===== config.mk =====
export PLATFORM = sky130hd
export DESIGN_NAME = lut_clb
export DESIGN_NICKNAME = d
export VERILOG_FILES = /design/src/rtl/clb_pkg.sv /design/src/rtl/clb_cfg_chain.sv /design/src/rtl/clb_lut.sv /design/src/rtl/clb_ff.sv /design/src/rtl/lut_clb.sv
export SDC_FILE = /design/constraint.sdc
export NUM_CORES = 1
export LEC_CHECK = 0
export CAP_MARGIN = 10
export CORE_MARGIN = 2
export CORE_UTILIZATION = 58
export CTS_CLUSTER_SIZE = 20
export DETAILED_ROUTE_END_ITERATION = 8
export PLACE_DENSITY = 0.82
export SLEW_MARGIN = 20
export SYNTH_ARGS = -nofsm -noshare
export SYNTH_HDL_FRONTEND = slang
export SYNTH_SLANG_ARGS = --single-unit

===== constraint.sdc =====
create_clock -name clk -period 5.3 [get_ports clk]
set_clock_uncertainty 0.15 [all_clocks]
set_input_delay 1.59 -clock clk [delete_from_list [all_inputs] [get_ports clk]]
set_output_delay 1.59 -clock clk [all_outputs]
set_load 0.01 [all_outputs]

===== src/rtl/clb_pkg.sv =====
package clb_pkg;

   typedef enum logic [1:0] {
      SRC_F      = 2'd0,
      SRC_G      = 2'd1,
      SRC_H      = 2'd2,
      SRC_DIRECT = 2'd3
   } ff_src_e;

   typedef struct packed {
      logic    srval;
      ff_src_e src;
   } ff_cfg_t;

   localparam int FF_CFG_W = $bits(ff_cfg_t);

endpackage


===== src/rtl/clb_cfg_chain.sv =====
module clb_cfg_chain #(
   parameter int LEN = 46
) (
   input  logic           clk,
   input  logic           rst_n,
   input  logic           shift_i,
   input  logic           bit_i,
   output logic [LEN-1:0] image_o,
   output logic           loaded_o
);
   localparam int CW = $clog2(LEN + 1);

   if (LEN < 2) begin : g_len_chk
      $error("clb_cfg_chain: LEN must be at least 2");
   end

   logic [LEN-1:0] shreg_q;
   logic [CW-1:0]  cnt_q;
   logic           loaded_q;

   always_ff @(posedge clk or negedge rst_n) begin
      if (!rst_n) begin
         shreg_q  <= '0;
         cnt_q    <= '0;
         loaded_q <= 1'b0;
      end else if (shift_i) begin
         shreg_q <= {shreg_q[LEN-2:0], bit_i};
         if (cnt_q == CW'(LEN - 1)) begin
            cnt_q    <= '0;
            loaded_q <= 1'b1;
         end else begin
            cnt_q    <= cnt_q + 1'b1;
            loaded_q <= 1'b0;
         end
      end
   end

   assign image_o  = shreg_q;
   assign loaded_o = loaded_q;

   // the loaded flag only ever rises on a shift edge
   p_load_on_shift_r1: assert property (@(posedge clk) disable iff (!rst_n)
      $rose(loaded_q) |-> $past(shift_i));

   // the image does not move without a shift
   p_image_frozen_r1: assert property (@(posedge clk) disable iff (!rst_n)
      !shift_i |=> $stable(shreg_q));

   // the bit counter stays inside one image length
   p_cnt_range_r1: assert property (@(posedge clk) disable iff (!rst_n)
      cnt_q < CW'(LEN));

endmodule


===== src/rtl/clb_lut.sv =====
module clb_lut #(
   parameter int K        = 4,
   parameter bit MUX_TREE = 1'b1
) (
   input  logic [(1<<K)-1:0] table_i,
   input  logic [K-1:0]      addr_i,
   output logic              out_o
);
   localparam int TAB = 1 << K;

   if (K < 1 || K > 8) begin : g_k_chk
      $error("clb_lut: K out of range");
   end

   if (MUX_TREE) begin : g_tree
      // heap-numbered nodes: root 1, leaves TAB..2*TAB-1
      logic [2*TAB-1:1] node;
      for (genvar j = 0; j < TAB; j++) begin : g_leaf
         assign node[TAB + j] = table_i[j];
      end
      for (genvar i = 1; i < TAB; i++) begin : g_node
         localparam int DEPTH = $clog2(i + 1) - 1;
         assign node[i] = addr_i[K-1-DEPTH] ? node[2*i+1] : node[2*i];
      end
      assign out_o = node[1];
   end else begin : g_index
      assign out_o = table_i[addr_i];
   end

endmodule


===== src/rtl/clb_ff.sv =====
module clb_ff
   import clb_pkg::*;
(
   input  logic    clk,
   input  logic    rst_n,
   input  logic    loaded_i,
   input  ff_src_e src_i,
   input  logic    srval_i,
   input  logic    f_i,
   input  logic    g_i,
   input  logic    h_i,
   input  logic    d_i,
   input  logic    ce_i,
   input  logic    sr_i,
   output logic    q_o
);
   logic d_sel;
   logic q_q;

   always_comb begin
      unique case (src_i)
         SRC_F:   d_sel = f_i;
         SRC_G:   d_sel = g_i;
         SRC_H:   d_sel = h_i;
         default: d_sel = d_i;
      endcase
   end

   always_ff @(posedge clk or negedge rst_n) begin
      if (!rst_n)         q_q <= 1'b0;
      else if (!loaded_i) q_q <= 1'b0;
      else if (sr_i)      q_q <= srval_i;
      else if (ce_i)      q_q <= d_sel;
   end

   assign q_o = q_q;

   p_clear_unloaded_r2: assert property (@(posedge clk) disable iff (!rst_n)
      !loaded_i |=> (q_q == 1'b0));

   p_capture_r5: assert property (@(posedge clk) disable iff (!rst_n)
      (loaded_i && !sr_i && ce_i) |=> (q_q == $past(d_sel)));

   p_sr_wins_r6: assert property (@(posedge clk) disable iff (!rst_n)
      (loaded_i && sr_i) |=> (q_q == $past(srval_i)));

   p_hold_r7: assert property (@(posedge clk) disable iff (!rst_n)
      (loaded_i && !sr_i && !ce_i) |=> $stable(q_q));

endmodule


===== src/rtl/lut_clb.sv =====
module lut_clb
   import clb_pkg::*;
#(
   parameter int LUT_K    = 4,
   parameter bit MUX_TREE = 1'b1
) (
   input  logic             clk,
   input  logic             rst_n,
   input  logic             cfg_en,
   input  logic             cfg_bit,
   output logic             loaded,
   input  logic [LUT_K-1:0] f_in,
   input  logic [LUT_K-1:0] g_in,
   input  logic             h_in,
   input  logic             d_in,
   input  logic             ce_in,
   input  logic             sr_in,
   output logic             f_out,
   output logic             g_out,
   output logic             h_out,
   output logic             q1_out,
   output logic             q2_out
);
   localparam int TAB     = 1 << LUT_K;
   localparam int H_K     = 3;
   localparam int H_TAB   = 1 << H_K;
   localparam int F_LO    = 0;
   localparam int G_LO    = F_LO + TAB;
   localparam int H_LO    = G_LO + TAB;
   localparam int FF1_LO  = H_LO + H_TAB;
   localparam int FF2_LO  = FF1_LO + FF_CFG_W;
   localparam int CFG_LEN = FF2_LO + FF_CFG_W;

   if (LUT_K < 2 || LUT_K > 6) begin : g_k_chk
      $error("lut_clb: LUT_K must lie in 2..6");
   end

   logic [CFG_LEN-1:0] image;
   logic               f_raw, g_raw, h_raw;
   ff_cfg_t            ff_cfg [2];
   logic [1:0]         q;

   clb_cfg_chain #(.LEN(CFG_LEN)) chain_i (
      .clk      (clk),
      .rst_n    (rst_n),
      .shift_i  (cfg_en),
      .bit_i    (cfg_bit),
      .image_o  (image),
      .loaded_o (loaded)
   );

   clb_lut #(.K(LUT_K), .MUX_TREE(MUX_TREE)) f_lut_i (
      .table_i (image[F_LO +: TAB]),
      .addr_i  (f_in),
      .out_o   (f_raw)
   );

   clb_lut #(.K(LUT_K), .MUX_TREE(MUX_TREE)) g_lut_i (
      .table_i (image[G_LO +: TAB]),
      .addr_i  (g_in),
      .out_o   (g_raw)
   );

   clb_lut #(.K(H_K), .MUX_TREE(MUX_TREE)) h_lut_i (
      .table_i (image[H_LO +: H_TAB]),
      .addr_i  ({h_in, g_raw, f_raw}),
      .out_o   (h_raw)
   );

   for (genvar n = 0; n < 2; n++) begin : g_ff
      assign ff_cfg[n] = ff_cfg_t'(image[FF1_LO + n*FF_CFG_W +: FF_CFG_W]);
      clb_ff ff_i (
         .clk      (clk),
         .rst_n    (rst_n),
         .loaded_i (loaded),
         .src_i    (ff_cfg[n].src),
         .srval_i  (ff_cfg[n].srval),
         .f_i      (f_raw),
         .g_i      (g_raw),
         .h_i      (h_raw),
         .d_i      (d_in),
         .ce_i     (ce_in),
         .sr_i     (sr_in),
         .q_o      (q[n])
      );
   end

   assign f_out  = loaded & f_raw;
   assign g_out  = loaded & g_raw;
   assign h_out  = loaded & h_raw;
   assign q1_out = q[0];
   assign q2_out = q[1];

   // no table result escapes before a full image is present
   p_comb_zero_r2: assert property (@(posedge clk) disable iff (!rst_n)
      !loaded |-> ({f_out, g_out, h_out} == 3'b000));

   // a shift while loaded takes the block out of the loaded state
   p_reload_drops_r2: assert property (@(posedge clk) disable iff (!rst_n)
      (loaded && cfg_en) |=> !loaded);

endmodule


* Yosys cells after proc, flatten, opt, wreduce, memory -nomap -nowiden *
Index checks and enable logic that the tools add are counted.

operators by class
  add/subtract/negate cells = 1
  eq/ne operators = 6
  mux-type cells = 47
  bitwise gates (word level) = 3
  reduce and logical (&&, ||, !) cells = 2

operators by type and width
  operator               count
  $mux W1                44
  $add A6 B1 Y6 const B  1
  $eq A6 B6 Y1 const B   1
  $mux W6                1
  $pmux W1 S3            2
  $eq A2 B1 Y1 const B   2
  $eq A2 B2 Y1 const B   2
  $logic_not A2 Y1       2
  $and A1 B1 Y1          3
  $ne A3 B3 Y1 const B   1

word-level totals
  bits in registers = 55
  input port bits = 16
  output and inout port bits = 6
  word-level logic and storage cells = 64

* Depth between registers and ports, before layout *
  depth in word-level cells = 11
  mapped depth = 8
  mapped depth without buffers = 7

* Modules after synthesis *
From an unflattened synthesis, not the netlist that was laid out.

second synthesis, totals
  cells, all modules = 173
  area, all modules = 2596.2 um2

modules (own cells, without submodules)
  module                  times used  cells an instance  area an instance (um2)  sequential area each (um2)
  clb_cfg_chain           1           135                2070.7                  1326.3
  clb_lut at f_lut_i ...  2           7                  135.1                   0.0
  clb_ff                  2           9                  86.3                    25.0
  clb_lut at h_lut_i      1           3                  63.8                    0.0
  lut_clb                 1           3                  18.8                    0.0

* Worst setup path after synthesis *
No wires, ideal clock.

  path kind = input -> output
  start point = input port f_in[1]
  end point = output port h_out
  arrival = 3547 ps
  required time = 3560 ps
  slack = 13 ps
  stages = 8
  buffers on the path = 1
  path through = buf_6 mux4_2 mux2i_4 mux2_1 a221oi_1 o21ai_0 a32oi_1 nor2_1

on the way
  cells in the longest elaborated chain, start to end = 7
  elaborated cells on any way between the ends = 15
  those cells by class = 14 x mux; 1 x bitwise

ends and longest elaborated chain
  item                   RTL line       text
  start, declared        lut_clb.sv:12  input logic [LUT_K-1:0] f_in,
  $mux W1 (2 in series)  clb_lut.sv:23  assign node[i] = addr_i[K-1-DEPTH] ? node[2*i+1] : node[2*i];
  $mux W1 *              clb_lut.sv:23
  $mux W1 (2 in series)  clb_lut.sv:23
  $mux W1 *              clb_lut.sv:23
  $and A1 B1 Y1 *        lut_clb.sv:90  assign h_out = loaded & h_raw;
  end, declared          lut_clb.sv:20  output logic h_out,

Every way passes the cells marked *; elsewhere a longest branch is shown, timed or not.

* Final worst setup path *
Same ends and word-level chain as after synthesis.

==> results_dict.tcl <==
set metrics [dict create \
    met2_usage_pct 33.4 \
    regArea_um2 1380 \
    use_met1_pct 27.0 \
    r2r_setup_slack_ns 2.64 \
    cp.required_ns 3.56 \
    outcome "complete, but fails checks" \
    ir_drop_uv 331 \
    first_iter_violations 80 \
    max_cap_viol_count 0 \
    drt-total-wl_um 4960 \
    grt_overflow 0 \
    worstSetupStartpoint "f_in[1]" \
    r2r-start "chain_i.image_o[8]" \
    synth_seq_cells 55 \
    final_cell_area_um2 3280 \
    synth_nets 228 \
    finalNonFillerCells 299 \
    r2r_cells 8 \
    cts_tree "yes" \
    port_buffers 21 \
    synth_cells 210 \
    path_max_fanout 4 \
    dp_cells 289 \
    h-tree-depth 2 \
    ant_nets 0 \
    r2r_end "g_ff[0].ff_i.q_o" \
    diodes 0 \
    p_per_area_nw_per_um2 357 \
    cp-endpoint "h_out" \
    final_core_util_pct 70.4 \
    post-place-ws_ns -0.997 \
    slew_violations 0 \
    crit_buf_inv 2 \
    hold_start "chain_i.image_o[22]" \
    placement_rows 25 \
    syn_avg_cell_area_um2 13.2 \
    fin_crit_sh_pct 101 \
    fp.dieW_um 73.2 \
    synth-async-reset-ratio_pct 100 \
    max_freq_ghz 0.187 \
    critPathTopFamily "multiplexers" \
    cts.sinks 55 \
    dieArea_um2 5360 \
    drcViolationCount 0 \
    grt_usage_pct 20.4 \
    critPathArrivalTime_ns 3.62 \
    path_depth 9 \
    coreArea_um2 4660 \
    antenna_found_initial 0 \
    drive_gt1_share_pct 38.4 \
    setup_viol 1 \
    clk_pin_slew_worst_paths_ns 0.08 \
    grt_first_pass_wirelength_um 8300 \
    nets 262 \
    worst_slew_pin_slew_ns 0.727 \
    period_needed_ns 5.36 \
    setup_ws_ns -0.0550 \
    slew_headroom_pct 51.5 \
    worst_hold_path_type "flip-flop to flip-flop" \
    worst-setup-path-type "input pin to output pin" \
    ioPinCount 22 \
    drtPass1Iterations 4 \
    initial_core_util_pct 59.6 \
    grt_start_max_net_pins 56 \
    ys_warn_count 0 \
    rsz0062_at_grt "yes" \
    leakagePower_nw 1.46 \
    multiInputGateArea_um2 1410 \
    violations "negative setup slack" \
    whs_path_depth 1 \
    syn_area_um2 2780 \
    area_growth_pct 18.1 \
    gp_congestion 0.986 \
    vias 1795 \
    cts_buffers 5 \
    root_buffer "clkbuf_8" \
    slowest_stage "mux4_2" \
    ys_types 40 \
    grt_pass1_vias 1761 \
    cts_max_path_buffers 2 \
    hold_violations 0 \
    detail_route.wl_per_cell_um 16.6 \
    synthFlopType "dfrtp_1" \
    startpoint_type "input pin" \
    placed_area_um2 3100 \
    clk_latency_ns 0.30 \
    totalPowerFinal_w 0.00117 \
    grt_util_met3_pct 4.97 \
    synth-edff-count 0 \
    crit_path_end_kind "output pin" \
    dp_hpwl_um 3390 \
    path_cells "buf_8 > mux4_2 > mux2i_4 > mux2_4 > a221oi_4 > a22oi_2 > a32oi_2 > nor2_1 > buf_2" \
    synth_seq_area_share_pct 49.6 \
    die_h_um 73.2 \
    cpPeakStageDelay_ns 0.51 \
    busiest_layer "met2" \
    num-fill-cells 321 \
    vias_per_cell 6.00 \
]
[sequential cells by signal, indices dropped and copies added, names as in the netlist]
register          cells
chain_i.image_o      46
chain_i.cnt_q         6
g_ff.ff_i.q_o         2
chain_i.loaded_o      1
[kinds of logic (layout without fill, tap and decap cells)]
kind of cell	Yosys count	after routing	synth area share, %
buffers and inverters	15	50	2.39
multiplexers	67	67	32.4
flip-flops	55	55	49.6
AO/OA/AOI/OAI	32	32	7.30
AND/OR/NAND/NOR	37	37	6.76
adder cells (fa/ha/maj)	2	2	0.901
XOR/XNOR	2	2	0.631
[per-layer routing]
| layer | share of wire (%) | vias up | wire [um] |
|---|---|---|---|
| li1 | - | 853 | - |
| met1 | 46 | 904 | 2300 |
| met2 | 50 | 36 | 2460 |
| met3 | 3.4 | 2 | 169 |
| met4 | 0.54 | 0 | 27 |
| met5 | 0 | - | 0 |
[cells in the mapped netlist, drive strengths merged, types with 2 or more instances]
master  number  area [um2]
buf          2        16.3
a31oi        2        12.5
mux2i        7        82.6
mux2        49         556
a21o         2        15.0
clkbuf       8        31.3
a221oi       3        26.3
inv          5        18.8
ha           2        25.0
nor2        13        48.8
nand4        4        25.0
o21ai       11        55.1
a211oi       2        15.0
nand2       10        37.5
a21oi        6        30.0
mux4        11         263
dfrtp       55        1380
nand3b       3        22.5
[worst min path at each step]
| stage | to | slack [ns] |
|---|---|---|
| finish | chain_i.image_o[22] | 0.38 |
| global route | chain_i.image_o[18] | 0.40 |
| CTS | chain_i.image_o[45] | 0.38 |
| detailed placement | chain_i.image_o[45] | 0.36 |
| global placement | chain_i.image_o[45] | 0.35 |
| floorplan | chain_i.image_o[32] | 0.31 |
[where the power goes]
part | internal [W] | total [W] | switching [W]
logic | 0.000209 | 0.000330 | 0.000121
registers | 0.000532 | 0.000623 | 0.0000910
clock network | 0.0000930 | 0.000216 | 0.000123
total | 0.000834 | 0.00117 | 0.000335
[final cells by class]
cell class              count  share of cell area, %
multi-input cells         140                   42.9
flip-flops and latches     55                   42.0
clock buffers               7                   2.33
clock inverters             1                  0.153
inverters                   5                  0.572
well taps                  54                   2.06
repair buffers             37                   10.0
[layout by cell type (no fill, tap or decap), types with 3 or more instances in the layout]
cell	netlist	routed
nand4_1	4	4
buf_4	0	14
nand2_1	10	10
a221oi_4	0	3
clkbuf_8	0	5
mux4_2	7	9
o21ai_1	1	3
buf_2	1	3
mux2i_1	6	5
inv_1	5	5
clkdlybuf4s50_1	0	11
o21ai_0	10	8
dfrtp_1	55	55
dlygate4sd2_1	0	3
mux2_2	46	46
mux2_4	1	3
a21oi_1	6	6
nor2_1	13	13
nand3b_1	3	3
[stage by stage]
step / hold slack (ns) / TNS (ns)
2_1_floorplan: 0.312 / 0
3_3_place_gp: 0.348 / -1.72
3_5_place_dp: 0.364 / -1.86
4_1_cts: 0.384 / -0.0704
5_1_grt: 0.399 / -0.151
6_report: 0.379 / -0.0550
[timing repair]
action,in CTS,in global routing
buffers inserted,2,0
gates resized for setup,31,7
hold buffers,0,0
pin swaps,6,4
endpoints found under the setup margin,3,3
No activity file was read; power rests on OpenSTA's default activity.
